[src/rtl/vcib_pkg.sv]
package vcib_pkg;

  typedef enum logic [1:0] {
    FK_HEAD = 2'b00,
    FK_BODY = 2'b01,
    FK_TAIL = 2'b10,
    FK_SOLO = 2'b11
  } flit_kind_e;

  function automatic logic kind_opens(input logic [1:0] k);
    return (k == FK_HEAD) || (k == FK_SOLO);
  endfunction

  function automatic logic kind_closes(input logic [1:0] k);
    return (k == FK_TAIL) || (k == FK_SOLO);
  endfunction

endpackage

[src/rtl/vcib_fifo.sv]
module vcib_fifo #(
  parameter int WIDTH = 34,
  parameter int DEPTH = 3
) (
  input  logic             clk,
  input  logic             rst,
  input  logic             push,
  input  logic [WIDTH-1:0] push_word,
  input  logic             pop,
  output logic [WIDTH-1:0] head_word,
  output logic             not_empty,
  output logic             is_full
);
  localparam int PW = (DEPTH > 1) ? $clog2(DEPTH) : 1;
  localparam int CW = $clog2(DEPTH + 1);
  localparam logic [PW-1:0] LAST = PW'(DEPTH - 1);

  logic [WIDTH-1:0] slots [DEPTH];
  logic [PW-1:0]    wr_ptr, rd_ptr;
  logic [CW-1:0]    fill;

  function automatic logic [PW-1:0] step(input logic [PW-1:0] p);
    return (p == LAST) ? '0 : p + PW'(1);
  endfunction

  always_ff @(posedge clk) begin
    if (push) slots[wr_ptr] <= push_word;
  end

  always_ff @(posedge clk) begin
    if (rst) begin
      wr_ptr <= '0;
      rd_ptr <= '0;
      fill   <= '0;
    end else begin
      if (push) wr_ptr <= step(wr_ptr);
      if (pop)  rd_ptr <= step(rd_ptr);
      case ({push, pop})
        2'b10:   fill <= fill + CW'(1);
        2'b01:   fill <= fill - CW'(1);
        default: fill <= fill;
      endcase
    end
  end

  assign head_word = slots[rd_ptr];
  assign not_empty = (fill != '0);
  assign is_full   = (fill == CW'(DEPTH));

  a_r3_no_overflow: assert property (@(posedge clk) disable iff (rst)
    fill <= CW'(DEPTH));
  a_r3_push_has_room: assert property (@(posedge clk) disable iff (rst)
    push |-> !is_full);
  a_r2_pop_has_data: assert property (@(posedge clk) disable iff (rst)
    pop |-> not_empty);
endmodule

[src/rtl/vcib_pkt_tracker.sv]
module vcib_pkt_tracker
  import vcib_pkg::*;
(
  input  logic       clk,
  input  logic       rst,
  input  logic       sel,
  input  logic [1:0] kind,
  input  logic       full,
  output logic       accept,
  output logic       violation
);
  logic active;
  logic order_ok;

  always_comb begin
    order_ok  = active ? !kind_opens(kind) : kind_opens(kind);
    accept    = sel && !full && order_ok;
    violation = sel && (full || !order_ok);
  end

  always_ff @(posedge clk) begin
    if (rst)
      active <= 1'b0;
    else if (accept)
      active <= !kind_closes(kind);
  end

  a_r4_head_opens: assert property (@(posedge clk) disable iff (rst)
    (accept && kind == FK_HEAD) |=> active);
  a_r5_close_idles: assert property (@(posedge clk) disable iff (rst)
    (accept && kind_closes(kind)) |=> !active);
  a_r5_no_open_on_active: assert property (@(posedge clk) disable iff (rst)
    (accept && active) |-> !kind_opens(kind));
endmodule

[src/rtl/vcib_release.sv]
module vcib_release #(
  parameter int NUM_VC = 2
) (
  input  logic              clk,
  input  logic              rst,
  input  logic [NUM_VC-1:0] popped,
  output logic [NUM_VC-1:0] pulse
);
  always_ff @(posedge clk) begin
    if (rst) pulse <= '0;
    else     pulse <= popped;
  end
endmodule

[src/rtl/vc_input_buffer.sv]
module vc_input_buffer
  import vcib_pkg::*;
#(
  parameter int NUM_VC = 2,
  parameter int DEPTH  = 3,
  parameter int DATA_W = 32,
  localparam int VC_W  = (NUM_VC > 1) ? $clog2(NUM_VC) : 1
) (
  input  logic                     clk,
  input  logic                     rst,
  input  logic                     enq_valid,
  input  logic [VC_W-1:0]          enq_vc,
  input  logic [1:0]               enq_kind,
  input  logic [DATA_W-1:0]        enq_data,
  output logic [NUM_VC-1:0]        deq_valid,
  input  logic [NUM_VC-1:0]        deq_ready,
  output logic [2*NUM_VC-1:0]      deq_kind,
  output logic [DATA_W*NUM_VC-1:0] deq_data,
  output logic [NUM_VC-1:0]        release_pulse,
  output logic                     proto_err
);
  localparam int WORD_W = DATA_W + 2;

  logic [NUM_VC-1:0] hit, acc, bad, full, pop;
  logic              idx_bad;

  assign idx_bad = enq_valid && (int'(enq_vc) >= NUM_VC);

  for (genvar v = 0; v < NUM_VC; v++) begin : g_vc
    logic [WORD_W-1:0] head_w;

    assign hit[v] = enq_valid && (int'(enq_vc) == v);
    assign pop[v] = deq_valid[v] && deq_ready[v];

    vcib_pkt_tracker u_trk (
      .clk       (clk),
      .rst       (rst),
      .sel       (hit[v]),
      .kind      (enq_kind),
      .full      (full[v]),
      .accept    (acc[v]),
      .violation (bad[v])
    );

    vcib_fifo #(.WIDTH(WORD_W), .DEPTH(DEPTH)) u_q (
      .clk       (clk),
      .rst       (rst),
      .push      (acc[v]),
      .push_word ({enq_kind, enq_data}),
      .pop       (pop[v]),
      .head_word (head_w),
      .not_empty (deq_valid[v]),
      .is_full   (full[v])
    );

    assign deq_kind[2*v +: 2]       = head_w[WORD_W-1 -: 2];
    assign deq_data[DATA_W*v +: DATA_W] = head_w[DATA_W-1:0];

    a_r8_release_follows_pop: assert property (@(posedge clk) disable iff (rst)
      pop[v] |=> release_pulse[v]);
    a_r8_no_release_when_empty: assert property (@(posedge clk) disable iff (rst)
      !deq_valid[v] |=> !release_pulse[v]);
  end

  vcib_release #(.NUM_VC(NUM_VC)) u_rel (
    .clk    (clk),
    .rst    (rst),
    .popped (pop),
    .pulse  (release_pulse)
  );

  always_ff @(posedge clk) begin
    if (rst)
      proto_err <= 1'b0;
    else if (idx_bad || (|bad))
      proto_err <= 1'b1;
  end

  a_r6_err_sticky: assert property (@(posedge clk) disable iff (rst)
    proto_err |=> proto_err);
  a_r2_single_target: assert property (@(posedge clk) disable iff (rst)
    $onehot0(acc));
  a_r6_drop_flags: assert property (@(posedge clk) disable iff (rst)
    (enq_valid && !(|acc)) |=> proto_err);
endmodule

[config.mk]
export PLATFORM = sky130hd
export DESIGN_NAME = vc_input_buffer
export DESIGN_NICKNAME = d
export VERILOG_FILES = /design/src/rtl/vcib_pkg.sv /design/src/rtl/vcib_fifo.sv /design/src/rtl/vcib_pkt_tracker.sv /design/src/rtl/vcib_release.sv /design/src/rtl/vc_input_buffer.sv
export SDC_FILE = /design/constraint.sdc
export NUM_CORES = 1
export LEC_CHECK = 0
export ABC_AREA = 1
export BUFFER_PORTS_ARGS = -buffer_cell sky130_fd_sc_hd__buf_2
export CORE_ASPECT_RATIO = 1.25
export CORE_MARGIN = 3
export CORE_UTILIZATION = 52
export CTS_CLUSTER_DIAMETER = 80
export CTS_CLUSTER_SIZE = 10
export DETAILED_ROUTE_END_ITERATION = 6
export GPL_ROUTABILITY_DRIVEN = 0
export PLACE_DENSITY = 0.77
export SLEW_MARGIN = 0
export SYNTH_ARGS = -nofsm -noshare
export SYNTH_HDL_FRONTEND = slang
export SYNTH_HIERARCHICAL = 1
export SYNTH_SLANG_ARGS = --single-unit
[constraint.sdc]
create_clock -name clk -period 3.9 [get_ports clk]
set_input_delay 0.39 -clock clk [delete_from_list [all_inputs] [get_ports clk]]
set_output_delay 0.39 -clock clk [all_outputs]
set_load 0.1 [all_outputs]
; ---- After elaboration in Yosys (flattened, before gate mapping)
; Memories as Yosys holds them, arrays and structs flattened. A register that Yosys moved wholly into a read port is not among the register bits.
; Index checks and enable logic that the tools add are counted.
; W data, S select, Z words.
[totals]
wordCells = 75
register_bits = 17
ramBits = 204
out_inout_bits = 73
mem_bits_ro = 0
mem_count = 2
latch_bits = 0
[classes]
n_reduce_logical = 26
bitwise_logic = 1
n_eq_ne = 12
muxes = 16
mul = 0
n_lt_le_gt_ge = 0
n_shift = 0
add_sub_neg = 8
n_div = 0
[mem_list]
columns = memory, depth, width, read_ports, rd_ports_with_merged_regs, write_ports, line
row1 = g_vc[0].u_q.slots, 3, 34, 1, 1, 1, vcib_fifo.sv:18  ; logic [WIDTH-1:0] slots [DEPTH];
row2 = g_vc[1].u_q.slots, 3, 34, 1, 1, 1, vcib_fifo.sv:18
[ops]
columns = op, count
row1 = $eq A2 B2 Y1 const B, 10
row2 = $mux W2, 8
row3 = $add A2 B1 Y2 const B, 6
row4 = $logic_and A1 B1 Y1, 10
row5 = $pmux W2 S2, 2
row6 = $reduce_bool A2 Y1, 4
row7 = $logic_not A1 Y1, 6
row8 = $mux W1, 6
row9 = $eq A2 B1 Y1 const B, 2
row10 = $logic_or A1 B1 Y1, 4
row11 = $sub A2 B1 Y2 const B, 2
row12 = $logic_not A2 Y1, 1
row13 = $reduce_or A2 Y1, 1
row14 = $not A1 Y1, 1

; ---- Depth between registers and ports, before layout
[depth]
ltp_word = 8
ltp_mapped = 13
mapped_depth_nobuf = 13

; ---- Cells and area by module
; Netlist, hierarchy kept.
[by_module_without_submodules]
columns = module, seq_area_each_um2, cells_each, n_inst, area_each_um2
row1 = vcib_fifo (g_vc[0].u_q), 3223.1, 299, 1, 4184.0
row2 = vcib_fifo (g_vc[1].u_q), 3223.1, 299, 1, 4180.3
row3 = vcib_pkt_tracker, 20.0, 23, 2, 140.1
row4 = vc_input_buffer, 20.0, 12, 1, 62.6
row5 = vcib_release, 40.0, 6, 1, 55.1

; ---- Worst setup path before layout
; Ideal clock, no wire load.
[synth_timing]
path_type = input -> register
startpoint = input port enq_kind[0]
endpoint = memory g_vc[0].u_q.slots[2][0], enable pin
cell_stages = 7
arrival_time_ns = 3.398
path_slack_ns = 0.034
path_buffers = 0
t_required_ns = 3.432
path_cell_list = inv_1 -> ha_1 -> nand2_1 -> nand3_2 -> inv_1 -> inv_1 -> nor3_1
[synth_via]
elab_chain_cells = 7
elab_cells_between_ends = 8
cone_classes = eq/ne (1) / mux (3) / reduce/logical (4)
[synth_lines]
columns = item, line
row1 = start: declaration, vc_input_buffer.sv:13  ; input logic [1:0] enq_kind,
row2 = $eq A2 B2 Y1 or $logic_not A2 Y1 (tied branches), vcib_pkg.sv:11  ; return (k == FK_HEAD) || (k == FK_SOLO);
row3 = $logic_or A1 B1 Y1 (*), vcib_pkg.sv:11
row4 = $logic_not A1 Y1, vcib_pkt_tracker.sv:16  ; order_ok = active ? !kind_opens(kind) : kind_opens(kind);
row5 = $mux W1 (*), vcib_pkt_tracker.sv:16
row6 = $logic_and A1 B1 Y1 (*), vcib_pkt_tracker.sv:17  ; accept = sel && !full && order_ok;
row7 = via acc[0], vc_input_buffer.sv:24  ; logic [NUM_VC-1:0] hit, acc, bad, full, pop;
row8 = $mux W1 (*), vcib_fifo.sv:27  ; if (push) slots[wr_ptr] <= push_word;
row9 = $mux W1 (not written as such) (*), vcib_fifo.sv:27
row10 = end: declaration, vcib_fifo.sv:18
; The timed path passes the listed nets; every way through them passes the cells marked *.

==> metrics.md <==
| Metric | Value |
|---|---|
| Clk Latency, worst-skew pair | 510 ps |
| Max_slew headroom | 0.4239 |
| Slew @ Worst Pin | 864.1 ps |
| Avg Cell Area, Syn | 13.24 sq um |
| PortBufs | 112 |
| Async SR Flop Fraction | 0 |
| Pre-CTS setup slack | 1480 ps |
| Worst Hold Class | in -> reg |
| WHS | 122.5 ps |
| Layout cells sized above 1 | 0.2349 |
| Final cell count without fillers | 1012 |
| Total track usage | 0.1931 |
| Most frequent cell after synthesis | edfxtp_1 |
| R2r setup slk | 1990 ps |
| Post-route DRC | 0 |
| Grt ovf | 0 |
| Final instance area | 0.01008 sq mm |
| Number of setup buffers added after CTS | 0 |
| Worst EP required | 3510 ps |
| Synth cell count leaders | 204 x edfxtp_1, 132 x a21oi_1, 97 x nand2_1 |
| Most frequent cell on the critical path | a21oi_1 |
| Fill cell count | 1226 |
| Yosys Warn Count | 6 |
| Top cells by area, synth | edfxtp_1 70%, a21oi_1 7.5%, dfxtp_1 4.8% |
| Inst Count DP | 964 |
| Netlist cell types | 25 |
| Total I/O pin count | 113 |
| Core area | 0.01633 sq mm |
| Full die area | 0.01845 sq mm |
| Reg-to-Reg End | g_vc[0].u_q/slots[0][15] |
| Final net count | 822 |
| Prevailing post-synth register cell | edfxtp_1 |
| Vert. Die Dim | 151.1 um |
| Routed len/inst | 17.75 um |
| Clk sinks | 225 |
| Vias | 5347 |
| Vias per inst | 5.284 |
| Crit start category | flop |
| Final worst path period share | 0.7062 |
| Min-Delay Path Depth | 1 |
| Maxcap violations | 0 |
| RSZ-0062 raised after global routing | false |
| Critical Path Fanout Max | 35 |
| Mapped Nets | 708 |
| Initial antenna violation count | 2 |
| Syn Std Cell Area | 0.008762 sq mm |
| Vias in the first global route | 5240 |
| Slew Viols, Final | 0 |
| Final hold violations | 0 |
| Leakage power | 3.825 nW |
| Post-synthesis register bit count | 225 |
| Post-layout util | 0.6171 |
| CP max stage delay | 860 ps |
| Ant diodes | 0 |
| Critical path type | reg -> out |
| Final Skew | 7.307 ps |
| Final setup fails | 0 |
| Worst r2r path cells | 7 |
| Synth top area share | 0.6991 |
| Sequence of cells on the critical path | a21oi_1 > a21oi_1 > buf_2 |
| Final critical-path setup slack | 1146 ps |
| Largest net degree at the start of global routing | 36 |
| Worst setup EP type | primary output |
| Synth Instances | 662 |
| Die W | 122.1 um |
| Total power | 6.360 mW |
| Min Tclk post-route | 2754 ps |
| Leading area contributor after synthesis | edfxtp_1 |
| Power Dens Cells | 631.0 mW/mm^2 |
| Number of synthesized flops with an enable pin | 204 |
| FMAX | 363.1 MHz |
| Placed Area | 0.009320 sq mm |
| CP top delay family | flip-flops |
| Combined buffer and inverter count along the critical path | 1 |
| Final ANT Viol Nets | 0 |
| H-tree levels | 1 |
| Clock-pin slew on the worst setup and hold paths | 60 ps |
| First-pass GRT wire length | 27230 um |
| Hold Crit Endpoint | g_vc[0].u_q/slots[1][20] |
| Status | finished, final reports clean |
| # hold bufs at CTS | 0 |
| Row count | 52 |
| Seq/Total Area, Yosys | 0.7471 |
| Num CTS Buffers | 26 |
| Starting Density | 0.5365 |
| CTS tree | done |
| Drt first-iter violations | 416 |
| Slowest CP cell | dfxtp_2 |
| Worst vdd ir | 0.0003737 V |
| RR Startpoint | g_vc[0].u_q/fill[0] |
| Root buf cell | clkbuf_16 |
| Area growth, synth to finish | 15.02% |
| Hold Startpoint | enq_data[20] |
| Total wire length | 17960 um |
| TritonRoute pass-1 iters | 4 |
| Setup TNS | 0 ps |
| CTS resizes | 0 |
| DP HPWL | 10660 um |
| Clk buf depth | 3 |
| WP data arrival | 2360 ps |
==> power by group <==
group          internal (mW)  switching, mW  total [mW]
clock network           1.29          0.853        2.14
logic                  0.215           1.24        1.45
registers               2.70         0.0711        2.77
total                   4.20           2.16        6.36
==> logic make-up after synthesis <==
kind of cell    after synthesis  synth area share
simple gates                205           0.09325
compound gates              149           0.09153
flops                       225            0.7471
buf+inv                      75           0.05755
fa+ha+maj                     6          0.008568
xor+xnor                      2          0.002000
==> worst max-delay path by stage <==
stage / cells past startpoint / startpoint / endpoint
2_1_floorplan: 7 / enq_kind[0] / g_vc[0].u_q/slots[2][0]
3_3_place_gp: 8 / enq_kind[0] / g_vc[0].u_q/slots[0][24]
3_5_place_dp: 8 / enq_kind[0] / g_vc[0].u_q/slots[0][25]
4_1_cts: 3 / flop / deq_data[47]
5_1_grt: 3 / flop / deq_data[47]
6_report: 3 / flop / deq_data[47]
==> state kept, by name, summed over array words and instances, names as in the netlist, named ones only <==
register,cells
g_vc.u_q/rd_ptr,4
u_rel/pulse,2
g_vc.u_q/wr_ptr,4
proto_err,1
g_vc.u_q/slots,204
g_vc.u_trk/active,2
g_vc.u_q/fill,4
==> cell type report <==
type                            instances  area, sq um  share of cell area
Clock buffer                           47        750.7             0.07449
Clock inverter                          1        7.507           0.0007449
Inverter                               47        201.4             0.01999
Multi-Input combinational cell        362         1722              0.1708
Sequential cell                       225         6551              0.6500
Tap cell                              216        270.3             0.02682
Timing Repair Buffer                  114        575.6             0.05711
==> layout by cell type (no fill, tap or decap), types with 4 or more instances in the layout <==
cell type,instances
edfxtp_1,204
a21oi_1,132
buf_2,112
nand2_1,97
nor2_1,88
inv_1,33
clkbuf_16,27
clkbuf_1,20
dfxtp_1,17
a21oi_2,13
inv_2,10
nand3_1,6
ha_1,6
dfxtp_2,4
nor2_2,4
==> layer usage <==
metal / up-vias / track usage / routed length (um)
li1: 2545 / - / -
met1: 2599 / 0.2296 / 6932
met2: 160 / 0.3565 / 9488
met3: 39 / 0.03213 / 1075
met4: 4 / 0.06218 / 441
met5: - / 0 / 26
Note: power is estimated with default switching activity, not from simulation.
